## config.mk

```make
export PLATFORM = sky130hd
export DESIGN_NAME = itc_interval_timer
export DESIGN_NICKNAME = d
export VERILOG_FILES = /design/src/rtl/itc_pkg.sv /design/src/rtl/itc_counter.sv /design/src/rtl/itc_compare.sv /design/src/rtl/itc_irq_ctl.sv /design/src/rtl/itc_interval_timer.sv
export SDC_FILE = /design/constraint.sdc
export NUM_CORES = 1
export LEC_CHECK = 0
export BUFFER_PORTS_ARGS = -buffer_cell sky130_fd_sc_hd__clkbuf_2
export CORE_MARGIN = 4
export CORE_UTILIZATION = 35
export DETAILED_ROUTE_END_ITERATION = 10
export PLACE_DENSITY = 0.62
export SLEW_MARGIN = 20
export SYNTH_ARGS = -nofsm -noshare
export SYNTH_HDL_FRONTEND = slang
export SYNTH_HIERARCHICAL = 1
export SYNTH_SLANG_ARGS = --single-unit
export TNS_END_PERCENT = 5
```

## constraint.sdc

```tcl
create_clock -name clk -period 1.99 [get_ports clk]
set_input_delay 0.2985 -clock clk [delete_from_list [all_inputs] [get_ports clk]]
set_output_delay 0.2985 -clock clk [all_outputs]
set_load 0.02 [all_outputs]
```

## src/rtl/itc_pkg.sv

```systemverilog
package itc_pkg;

    localparam int unsigned ITC_CNT_W_DEF = 64;
    localparam int unsigned ITC_CMP_W_DEF = 32;

    typedef enum logic [1:0] {
        ACC_IDLE  = 2'b00,
        ACC_READ  = 2'b01,
        ACC_WRITE = 2'b11
    } acc_kind_e;

    typedef enum logic {
        PEND_CLEAR = 1'b0,
        PEND_SET   = 1'b1
    } pend_state_e;

    typedef struct packed {
        logic en;
        logic we;
    } acc_req_t;

    function automatic acc_kind_e decode_access(acc_req_t req);
        if (!req.en)     return ACC_IDLE;
        else if (req.we) return ACC_WRITE;
        else             return ACC_READ;
    endfunction

    function automatic pend_state_e next_pending(pend_state_e cur, logic hit, logic ack);
        if (hit)      return PEND_SET;
        else if (ack) return PEND_CLEAR;
        else          return cur;
    endfunction

endpackage

```

## src/rtl/itc_counter.sv

```systemverilog
module itc_counter #(
    parameter int unsigned CNT_W = itc_pkg::ITC_CNT_W_DEF,
    parameter int unsigned CMP_W = itc_pkg::ITC_CMP_W_DEF
) (
    input  logic             clk,
    input  logic             rst,
    output logic [CNT_W-1:0] cnt,
    output logic [CMP_W-1:0] cnt_low
);
    localparam logic [CNT_W-1:0] ONE = CNT_W'(1);

    logic [CNT_W-1:0] cnt_q;

    always_ff @(posedge clk) begin
        if (rst) cnt_q <= '0;
        else     cnt_q <= cnt_q + ONE;
    end

    assign cnt = cnt_q;

    generate
        if (CNT_W == CMP_W) begin : g_same
            assign cnt_low = cnt_q;
        end else begin : g_slice
            assign cnt_low = cnt_q[CMP_W-1:0];
        end
    endgenerate

    a_r2_step: assert property (@(posedge clk) disable iff (rst)
        1'b1 |=> cnt_q == $past(cnt_q) + ONE);
    a_r1_zero: assert property (@(posedge clk)
        rst |=> cnt_q == '0);
endmodule

```

## src/rtl/itc_compare.sv

```systemverilog
module itc_compare #(
    parameter int unsigned CMP_W = itc_pkg::ITC_CMP_W_DEF
) (
    input  logic             clk,
    input  logic             rst,
    input  itc_pkg::acc_req_t req,
    input  logic [CMP_W-1:0] wdata,
    input  logic [CMP_W-1:0] cnt_low,
    output logic             hit
);
    import itc_pkg::*;

    logic [CMP_W-1:0] cmp_q;
    logic             load;

    assign load = (decode_access(req) == ACC_WRITE);

    always_ff @(posedge clk) begin
        if (rst)       cmp_q <= '1;
        else if (load) cmp_q <= wdata;
    end

    assign hit = (cnt_low == cmp_q);

    a_r4_load: assert property (@(posedge clk) disable iff (rst)
        (req.en && req.we) |=> cmp_q == $past(wdata));
    a_r4_hold: assert property (@(posedge clk) disable iff (rst)
        !(req.en && req.we) |=> $stable(cmp_q));
endmodule

```

## src/rtl/itc_irq_ctl.sv

```systemverilog
module itc_irq_ctl (
    input  logic clk,
    input  logic rst,
    input  logic hit,
    input  logic ack,
    input  logic mask,
    output logic irq
);
    import itc_pkg::*;

    pend_state_e pend_q;

    always_ff @(posedge clk) begin
        if (rst) pend_q <= PEND_CLEAR;
        else     pend_q <= next_pending(pend_q, hit, ack);
    end

    assign irq = (pend_q == PEND_SET) && !mask;

    a_r5_set: assert property (@(posedge clk) disable iff (rst)
        hit |=> pend_q == PEND_SET);
    a_r8_sticky: assert property (@(posedge clk) disable iff (rst)
        (pend_q == PEND_SET && !ack) |=> pend_q == PEND_SET);
    a_r8_clear: assert property (@(posedge clk) disable iff (rst)
        (ack && !hit) |=> pend_q == PEND_CLEAR);
    a_r5_no_spurious: assert property (@(posedge clk) disable iff (rst)
        (pend_q == PEND_CLEAR && !hit) |=> pend_q == PEND_CLEAR);
endmodule

```

## src/rtl/itc_interval_timer.sv

```systemverilog
module itc_interval_timer #(
    parameter int unsigned CNT_W = itc_pkg::ITC_CNT_W_DEF,
    parameter int unsigned CMP_W = itc_pkg::ITC_CMP_W_DEF
) (
    input  logic             clk,
    input  logic             rst,
    input  logic             acc_en,
    input  logic             acc_we,
    input  logic [CMP_W-1:0] wr_data,
    output logic [CNT_W-1:0] rd_data,
    input  logic             irq_mask,
    input  logic             irq_ack,
    output logic             irq
);
    import itc_pkg::*;

    acc_req_t         req;
    logic [CMP_W-1:0] cnt_low;
    logic             hit;

    assign req.en = acc_en;
    assign req.we = acc_we;

    initial begin
        if (CNT_W < CMP_W) $error("itc_interval_timer: CNT_W must be >= CMP_W");
    end

    itc_counter #(.CNT_W(CNT_W), .CMP_W(CMP_W)) u_cnt (
        .clk     (clk),
        .rst     (rst),
        .cnt     (rd_data),
        .cnt_low (cnt_low)
    );

    itc_compare #(.CMP_W(CMP_W)) u_cmp (
        .clk     (clk),
        .rst     (rst),
        .req     (req),
        .wdata   (wr_data),
        .cnt_low (cnt_low),
        .hit     (hit)
    );

    itc_irq_ctl u_irq (
        .clk  (clk),
        .rst  (rst),
        .hit  (hit),
        .ack  (irq_ack),
        .mask (irq_mask),
        .irq  (irq)
    );

    a_r10_masked: assert property (@(posedge clk) disable iff (rst)
        irq_mask |-> !irq);
endmodule

```

==> flow_summary.toml, run 1 <==
[run_status]
status = "completed"

[power_and_ir_drop]
powerDensity_nw_per_um2 = 675
swShare_pct = 21.4
switching_power_uw = 891
power_frac_comb_pct = 5.7
p_clk_share_pct = 45.7
seqPwrFrac_pct = 48.6
p_leak_uw = 0.00262
p_total_uw = 4170
internal-power_uw = 3280
irDropWorstVdd_uv = 444

[critical_path]
critPathMaxFanout = 5
critPathKind = "reg -> reg"
critPathCaptureType = "flip-flop"
cp-startpoint = "u_cnt/cnt[34]"
worst_path_largest_cell_delay_ns = 0.64
worst-path-buf-inv = 0
cpLargestDelayFamily = "simple AND/OR/NAND/NOR gates"
startpoint_type = "flip-flop"
cp_slowest_cell = "or4_1"
crit_cells = 5
timing.rr.start = "u_cnt/cnt[34]"
critical_path_required_ns = 2.22
endpoint = "u_cnt/cnt[37]"
path_cells = "nand4_1, or4_1, nor4_2, xnor2_1, nor2_1"
arrival_ns = 2.15
r2r_end = "u_cnt/cnt[37]"
reg2reg_depth = 5
r2r_slack_ns = 0.06

[die]
die-area_um2 = 15500
coreArea_um2 = 13300
ios = 103
die_y_um = 125
rows = 42
start_util_pct = 35.8
die_x_um = 125

[placement]
routabilityCongestion = 0.855
post-place-ws_ns = -0.0392
place_hpwl_um = 9940
dp.cells = 814
port_buffers = 102

[clock_tree]
postCtsHoldBufs = 0
cts_tree = "yes"
cts_buffers = 9
clkTransAtPathRegs_ns = 0.07
cts_root_buffer = "clkbuf_16"
cts.sinks = 97
cts_buffer_depth = 2
htree_levels = 3
clock_latency_ns = 0.34

[cells_and_area]
nNetsFinal = 703
drive_above_1_share_pct = 35.3
area_growth_pct = 29.8
final_common_cell = "clkbuf_2"
final_cell_mix = "101 x clkbuf_2, 70 x dfxtp_1, 67 x buf_4"
fin_cells = 845
fillCellCount = 1296
diodes = 0

[synthesis]
synth_fp_nets = 571
avgSynthCellArea_um2 = 8.94
synth_area_um2 = 4760
synth_seq_area_share_pct = 40.8
synth.distinct_cells = 37
synth_cells = 532
yosysWarnings = 6
ys_ff_latch = 97

[global_route]
overflow = 0
grt_pass1_wl_um = 21600
grt_usage_pct = 16.9
grt_pass1_vias = 4253
antenna_found_initial = 0
grt_max_degree = 39

[job]
maxCapViolCount = 0

[timing]
grt_setup_unrepaired = "yes"
min_period_ns = 1.93
post-route-period-util_pct = 96.8
fmax_mhz = 519
worstMarginPinSlew_ns = 0.690
finalHoldViolations = 0
setup_viol = 0
maxSlewHeadroom_pct = 54.0
clock_skew_ns = 0.00693
setup_ws_ns = 0.0627
drv_slew = 0

[detailed_routing]
antenna_left = 0
viasPerCell = 5.19
wirelength_um = 13500
vias = 4387
drcViolationCount = 0
wire_per_inst_um = 16.0
first_pass_iters = 4
drtIter0Drc = 308

[worst_hold_path]
hold_class = "in -> reg"
holdPathStages = 3
## through the flow
step	cell area, um^2	setup TNS, ns	utilization, %	hold slack (ns)
6_report	6180	0	46.5	0.239
5_1_grt	6180	-0.246	46.5	0.262
3_5_place_dp	5670	-0.0667	42.7	0.471
3_3_place_gp	5670	-0.00457	42.7	0.464
4_1_cts	6010	-0.00233	45.2	0.230
2_1_floorplan	4820	-0.0790	-	0.361
## tightest hold or removal path, stage by stage
cell and delay (ns):
clkbuf_2 0.07, nand2b_1 0.11, a21oi_2 0.05
## worst min path at each step
| stage | slack [ns] | startpoint | endpoint |
|---|---|---|---|
| finish | 0.24 | irq_ack | u_irq/pend_q |
| floorplan | 0.36 | rst | u_irq/pend_q |
| global route | 0.26 | irq_ack | u_irq/pend_q |
| detailed placement | 0.47 | u_cmp/cmp_q[5] | u_cmp/cmp_q[5] |
| CTS | 0.23 | irq_ack | u_irq/pend_q |
| global placement | 0.46 | u_cmp/cmp_q[20] | u_cmp/cmp_q[20] |
## metal layers
layer / up-vias / part of all wire, % / global-route usage, %
met3: 9 / 6.3 / 4.97
met5: - / 0 / 0
met1: 2099 / 46 / 22.5
met4: 0 / 0.75 / 2.97
met2: 141 / 47 / 27.6
li1: 2138 / - / -
## power by group through the flow
stage	Combinational [uW]	Sequential, uW	Clock [uW]
after floorplan	147	2070	0
after detailed placement	238	2070	0
after global placement	234	2070	0
after global routing	263	2030	2040
after CTS	241	2030	1950
final	237	2030	1900
## cells in the mapped netlist
cell type | number | area share, %
dfxtp_1 | 97 | 41
xor2_1 | 61 | 11
nor2_1 | 53 | 4.2
and3_1 | 38 | 5.0
a211o_1 | 32 | 5.9
buf_4 | 32 | 5.0
nand4_1 | 32 | 4.2
a21oi_1 | 22 | 2.3
nand2_1 | 20 | 1.6
nand3_1 | 20 | 2.1
or3_1 | 20 | 2.6
o21ai_0 | 18 | 1.9
clkbuf_1 | 16 | 1.3
nor4_1 | 13 | 1.7
xnor2_1 | 11 | 2.0
or4_1 | 7 | 1.1
inv_1 | 6 | 0.47
nor3_1 | 5 | 0.53
o31ai_1 | 4 | 0.63
buf_6 | 3 | 0.71
and4_1 | 2 | 0.37
buf_1 | 2 | 0.16
nor2b_1 | 2 | 0.26
nor4_4 | 2 | 0.89
or2_2 | 2 | 0.26
a21oi_2 | 1 | 0.18
and2_1 | 1 | 0.13
buf_2 | 1 | 0.11
ha_1 | 1 | 0.26
nand2_2 | 1 | 0.13
nand2b_1 | 1 | 0.13
nand3_2 | 1 | 0.21
nand3_4 | 1 | 0.37
nand4_2 | 1 | 0.26
nand4_4 | 1 | 0.45
nor3_2 | 1 | 0.21
nor4_2 | 1 | 0.26
## what timing repair did
item	CTS	global route
endpoints found under the setup margin	6	17
resized for setup	1	12
endpoints found under the hold margin	0	0
pin swaps	1	14
setup buffers	0	14
gates cloned	0	1
## cell families after synthesis
| logic type | Yosys count | share of synthesized area (%) |
|---|---|---|
| AOI/OAI and AO/OA | 77 | 10.9 |
| xor gates and xnor gates | 72 | 13.3 |
| adders and majority gates | 1 | 0.263 |
| buffers and inverters | 60 | 7.76 |
| DFF | 97 | 40.8 |
| and+or+nand+nor | 225 | 27.0 |
## registers in the layout, indices dropped and copies added (netlist names)
| name | cells |
|---|---|
| u_irq/pend_q | 1 |
| u_cnt/cnt | 64 |
| u_cmp/cmp_q | 32 |
## final cells by class
class	count	area, um^2	share of cell area, %
clock buffer	12	256	4.15
clock inverter	4	73.8	1.20
inverter	6	22.5	0.365
multi-input combinational	375	2500	40.5
sequential	97	1980	32.1
tap	176	220	3.57
timing repair buffer	175	1120	18.2
(Power assumes the default switching activity.)
==> run 2: changes to the inputs <==
- CORE_UTILIZATION: 35 -> 49
- MAX_ROUTING_LAYER: unset -> met4
- PLACE_DENSITY: 0.62 -> 0.81
- clock period: 1.99 -> 1.6 ns (I/O delays scaled with it)
==> run 2 against run 1 <==
Net effect: sequential power up 24%; power up 7.6%; the run now ends with setup timing left; largest cell class unchanged; global-route usage up 8.4 points.
==> flow_summary.toml, run 2 (same netlist as run 1, synthesis figures left out) <==
[run_status]
status = "complete, but fails checks"
failed_checks = "setup timing"

[timing]
tns_ns = -9.29
finalHoldViolations = 0
post-route-period-util_pct = 123
setup_ws_ns = -0.366
maxSlewHeadroom_pct = 58.6
setup_viol = 45
grt_setup_unrepaired = "yes"
worstMarginPinSlew_ns = 0.618
min_period_ns = 1.97
clock_skew_ns = 0.0111
drv_slew = 0
fmax_mhz = 509

[power_and_ir_drop]
internal-power_uw = 3380
powerDensity_nw_per_um2 = 695
p_total_uw = 4480
swShare_pct = 24.7
p_clk_share_pct = 37.2
power_frac_comb_pct = 6.8
switching_power_uw = 1110
seqPwrFrac_pct = 56.0
irDropWorstVdd_uv = 421
p_leak_uw = 0.00278

[global_route]
grt_pass1_vias = 4663
overflow = 0
grt_usage_pct = 25.4
antenna_found_initial = 0
grt_max_degree = 44
grt_pass1_wl_um = 22500

[die]
ios = 103
die_x_um = 107
start_util_pct = 51.0
coreArea_um2 = 9330
rows = 35
die_y_um = 107
die-area_um2 = 11300

[critical_path]
critical_path_required_ns = 1.91
critPathCaptureType = "flip-flop"
cpLargestDelayFamily = "simple AND/OR/NAND/NOR gates"
critPathKind = "reg -> reg"
arrival_ns = 2.27
worst_path_largest_cell_delay_ns = 0.47
crit_top_cell = "nand4_1"
worst-path-buf-inv = 1
cp_slowest_cell = "nor4_4"
critPathMaxFanout = 5
startpoint_type = "flip-flop"
path_cells = "nand4_1, nor4_4, nand4_1, buf_6, or3_1, a21oi_2"

[detailed_routing]
drtIter0Drc = 390
wirelength_um = 14800
drcViolationCount = 0
first_pass_iters = 6
antenna_left = 0
wire_per_inst_um = 17.8
vias = 4753
viasPerCell = 5.71

[placement]
place_hpwl_um = 10400
routabilityCongestion = 0.886
post-place-ws_ns = -0.319
dp.cells = 808
port_buffers = 102

[clock_tree]
postCtsHoldBufs = 0
clock_latency_ns = 0.37
cts_root_buffer = "clkbuf_8"
cts_buffer_depth = 2
cts_buffers = 9
cts.sinks = 97
htree_levels = 3
cts_tree = "yes"
clkTransAtPathRegs_ns = 0.10

[cells_and_area]
diodes = 0
fin_cells = 833
nNetsFinal = 738
final_cell_mix = "101 x clkbuf_2, 98 x buf_4, 63 x dfxtp_1"
fin_util_pct = 69.1
largest_reg_flops = 64
final_common_cell = "clkbuf_2"
drive_above_1_share_pct = 43.9
area_growth_pct = 35.6

[job]
maxCapViolCount = 0

[worst_hold_path]
hold_class = "in -> reg"
==> run 2: power by group through the flow <==
stage          sequential [uW]  combinational (uW)  clock [uW]
3_3_place_gp              2560                 284           0
4_1_cts                   2510                 298        1680
3_5_place_dp              2560                 294           0
2_1_floorplan             2570                 182           0
5_1_grt                   2520                 335        1770
6_report                  2510                 306        1670
==> run 2: worst register-to-register path, stage by stage, from the launching register on <==
cell	delay (ns)
dfxtp_2	0.35
nand4_1	0.19
nor4_4	0.48
nand4_1	0.26
buf_6	0.20
or3_1	0.32
a21oi_2	0.13
==> run 2: cell type report <==
| cell class | count | area [um^2] |
|---|---|---|
| Fill cell | 698 | 2880 |
| Multi-Input combinational cell | 375 | 2680 |
| Sequential cell | 97 | 2010 |
| Timing Repair Buffer | 210 | 1380 |
| Tap cell | 129 | 161 |
| Clock buffer | 10 | 138 |
| Clock inverter | 6 | 65.1 |
| Inverter | 6 | 22.5 |
==> run 2: routing by layer <==
metal | global-route usage (%) | routed length [um]
met1 | 31.1 | 5980
met2 | 43.0 | 7340
met3 | 4.19 | 1220
met4 | 8.04 | 303
met5 | - | 0
==> run 2: through the flow <==
step                      hold WS, ns  area [um^2]
final                           0.154         6450
after global routing            0.171         6450
after global placement          0.464         5970
after floorplan                 0.302         4870
after detailed placement        0.471         5970
after CTS                       0.142         6300
==> run 2: final timing paths <==
path	endpoint	start	slack, ns	cells after the start
max reg2reg	u_cnt/cnt[57]	u_cnt/cnt[29]	-0.37	6
max	u_cnt/cnt[57]	u_cnt/cnt[29]	-0.37	6
min reg2reg	u_irq/pend_q	u_irq/pend_q	0.50	2
min	u_irq/pend_q	irq_ack	0.15	3
==> run 2: timing repair <==
| action | 4_1_cts | 5_1_grt |
|---|---|---|
| buffers inserted | 4 | 4 |
| gates resized for setup | 19 | 26 |
| endpoints found under the setup margin | 43 | 53 |
| pin swaps | 20 | 14 |
| gates cloned | 1 | 0 |
==> run 3: changes to the inputs <==
- PLACE_DENSITY: 0.81 -> 0.83
==> run 3 against run 2 <==
Net effect: the run still ends with setup timing left; critical path type unchanged; design area fell by 0.50%; global-route usage rose by 0.54 points; worst hold slack improved by 0.0012 ns; sequential share of layout area increased by 0.20 points; wire length down 2.5%; sequential power barely moved; maximum frequency increased by 5.3%; critical endpoint is now u_cnt/cnt[62]; first-iteration DRC count increased by 0.26%.
==> flow_summary.toml, run 3 (same netlist as run 1, synthesis figures left out) <==
[run_status]
status = "complete, but fails checks"
failed_checks = "setup timing"

[die]
ios = 103
start_util_pct = 51.0
die_x_um = 107
rows = 35
die-area_um2 = 11300
die_y_um = 107
coreArea_um2 = 9330

[global_route]
antenna_found_initial = 0
overflow = 0
grt_pass1_wl_um = 23100
grt_max_degree = 98
grt_usage_pct = 25.9
grt_pass1_vias = 4715

[critical_path]
path_cells = "nand4_1, buf_4, nor3_2, buf_4, nand3_1, or4_4, a21oi_2"
critPathKind = "reg -> reg"
worst_path_largest_cell_delay_ns = 0.56
cp-startpoint = "u_cnt/cnt[37]"
arrival_ns = 2.16
endpoint = "u_cnt/cnt[62]"
r2r_slack_ns = -0.27
reg2reg_depth = 7
r2r_end = "u_cnt/cnt[62]"
cp_slowest_cell = "or4_4"
critical_path_required_ns = 1.89
crit_top_cell = "buf_4"
startpoint_type = "flip-flop"
critPathMaxFanout = 5
timing.rr.start = "u_cnt/cnt[37]"
critPathCaptureType = "flip-flop"

[cells_and_area]
fin_util_pct = 68.8
final_cell_mix = "103 x buf_4, 101 x clkbuf_2, 63 x dfxtp_1"
drive_above_1_share_pct = 42.9
nNetsFinal = 742
fillCellCount = 719
largest_reg_flops = 64
area_growth_pct = 34.9
diodes = 0
final_common_cell = "buf_4"

[clock_tree]
cts.sinks = 97
postCtsHoldBufs = 0
clkTransAtPathRegs_ns = 0.09
htree_levels = 3
cts_buffers = 9
clock_latency_ns = 0.36
cts_root_buffer = "clkbuf_8"
cts_buffer_depth = 2
cts_tree = "yes"

[timing]
min_period_ns = 1.87
finalHoldViolations = 0
maxSlewHeadroom_pct = 58.0
post-route-period-util_pct = 117
clock_skew_ns = 0.0106
grt_setup_unrepaired = "yes"
fmax_mhz = 535
worstMarginPinSlew_ns = 0.628
drv_slew = 0
tns_ns = -5.95
setup_viol = 50
setup_ws_ns = -0.267

[detailed_routing]
drtIter0Drc = 391
drcViolationCount = 0
vias = 4796
antenna_left = 0
wirelength_um = 14500
viasPerCell = 5.73
wire_per_inst_um = 17.3
first_pass_iters = 5

[power_and_ir_drop]
powerDensity_nw_per_um2 = 670
p_leak_uw = 0.00276
irDropWorstVdd_uv = 400

[job]
maxCapViolCount = 0

[placement]
place_hpwl_um = 10000
port_buffers = 102
routabilityCongestion = 0.916

[worst_hold_path]
hold_class = "in -> reg"
## run 3: changes by cell type in the layout (fill, tap and decap cells not counted), moves of 2 or more
cell,delta
buf_4,+5
o21ai_1,+2
or3_4,-2
or3_1,+2
a21oi_1,+4
a21oi_2,-4
o21ai_0,-2
buf_12,-2
nor4_1,+2
nand3_4,+2
## run 3: final cells by class
cell class,count,area (um^2),share of cell area [%]
Clock inverter,4,26.3,0.410
Inverter,6,22.5,0.351
Multi-Input combinational cell,376,2660,41.4
Tap cell,129,161,2.52
Clock buffer,12,155,2.42
Sequential cell,97,2010,31.3
Timing Repair Buffer,213,1390,21.6
## run 3: what timing repair did
action                     in CTS  in global routing
setup endpoints to repair      50                 53
resized for setup              29                 13
pin swaps                      25                 13
gates cloned                    1                  0
buffers inserted                5                  4
## run 3: per-stage QoR
stage | setup WS [ns] | total power (uW) | std cells | cell area, um^2 | hold WS (ns)
after floorplan | -0.330 | 2750 | 532 | 4870 | 0.302
after global placement | -0.225 | 2840 | 811 | 5970 | 0.464
after detailed placement | -0.330 | 2850 | 811 | 5970 | 0.474
after CTS | -0.287 | 4330 | 833 | 6330 | 0.141
after global routing | -0.339 | 4450 | 837 | 6420 | 0.149
final | -0.267 | 4300 | 837 | 6420 | 0.155
## run 3: power by group
part	total [uW]	internal [uW]	switching [uW]
Clock	1490	652	838
Sequential	2510	2460	50.9
Combinational	298	138	159
## run 3: worst min-delay path by stage
stage                    from              to  slack (ns)  cells past startpoint
2_1_floorplan             rst    u_irq/pend_q        0.30                      1
3_3_place_gp   u_cmp/cmp_q[6]  u_cmp/cmp_q[6]        0.46                      1
3_5_place_dp   u_cmp/cmp_q[0]  u_cmp/cmp_q[0]        0.47                      1
4_1_cts               irq_ack    u_irq/pend_q        0.14                      3
5_1_grt               irq_ack    u_irq/pend_q        0.15                      3
6_report              irq_ack    u_irq/pend_q        0.16                      3
## run 3: worst max-delay path, delay by kind of cell (launching register included)
kind / cells / cell delay (ns)
flip-flops: 1 / 0.37
AND/OR/NAND/NOR: 4 / 0.97
buffers and inverters: 2 / 0.32
AO/OA/AOI/OAI: 1 / 0.15
## run 3: metal layers
metal / part of all wire (%) / GRT usage [%]
met5: 0 / -
met4: 2.9 / 8.77
met3: 8.4 / 6.13
met2: 49 / 43.2
met1: 40 / 30.9
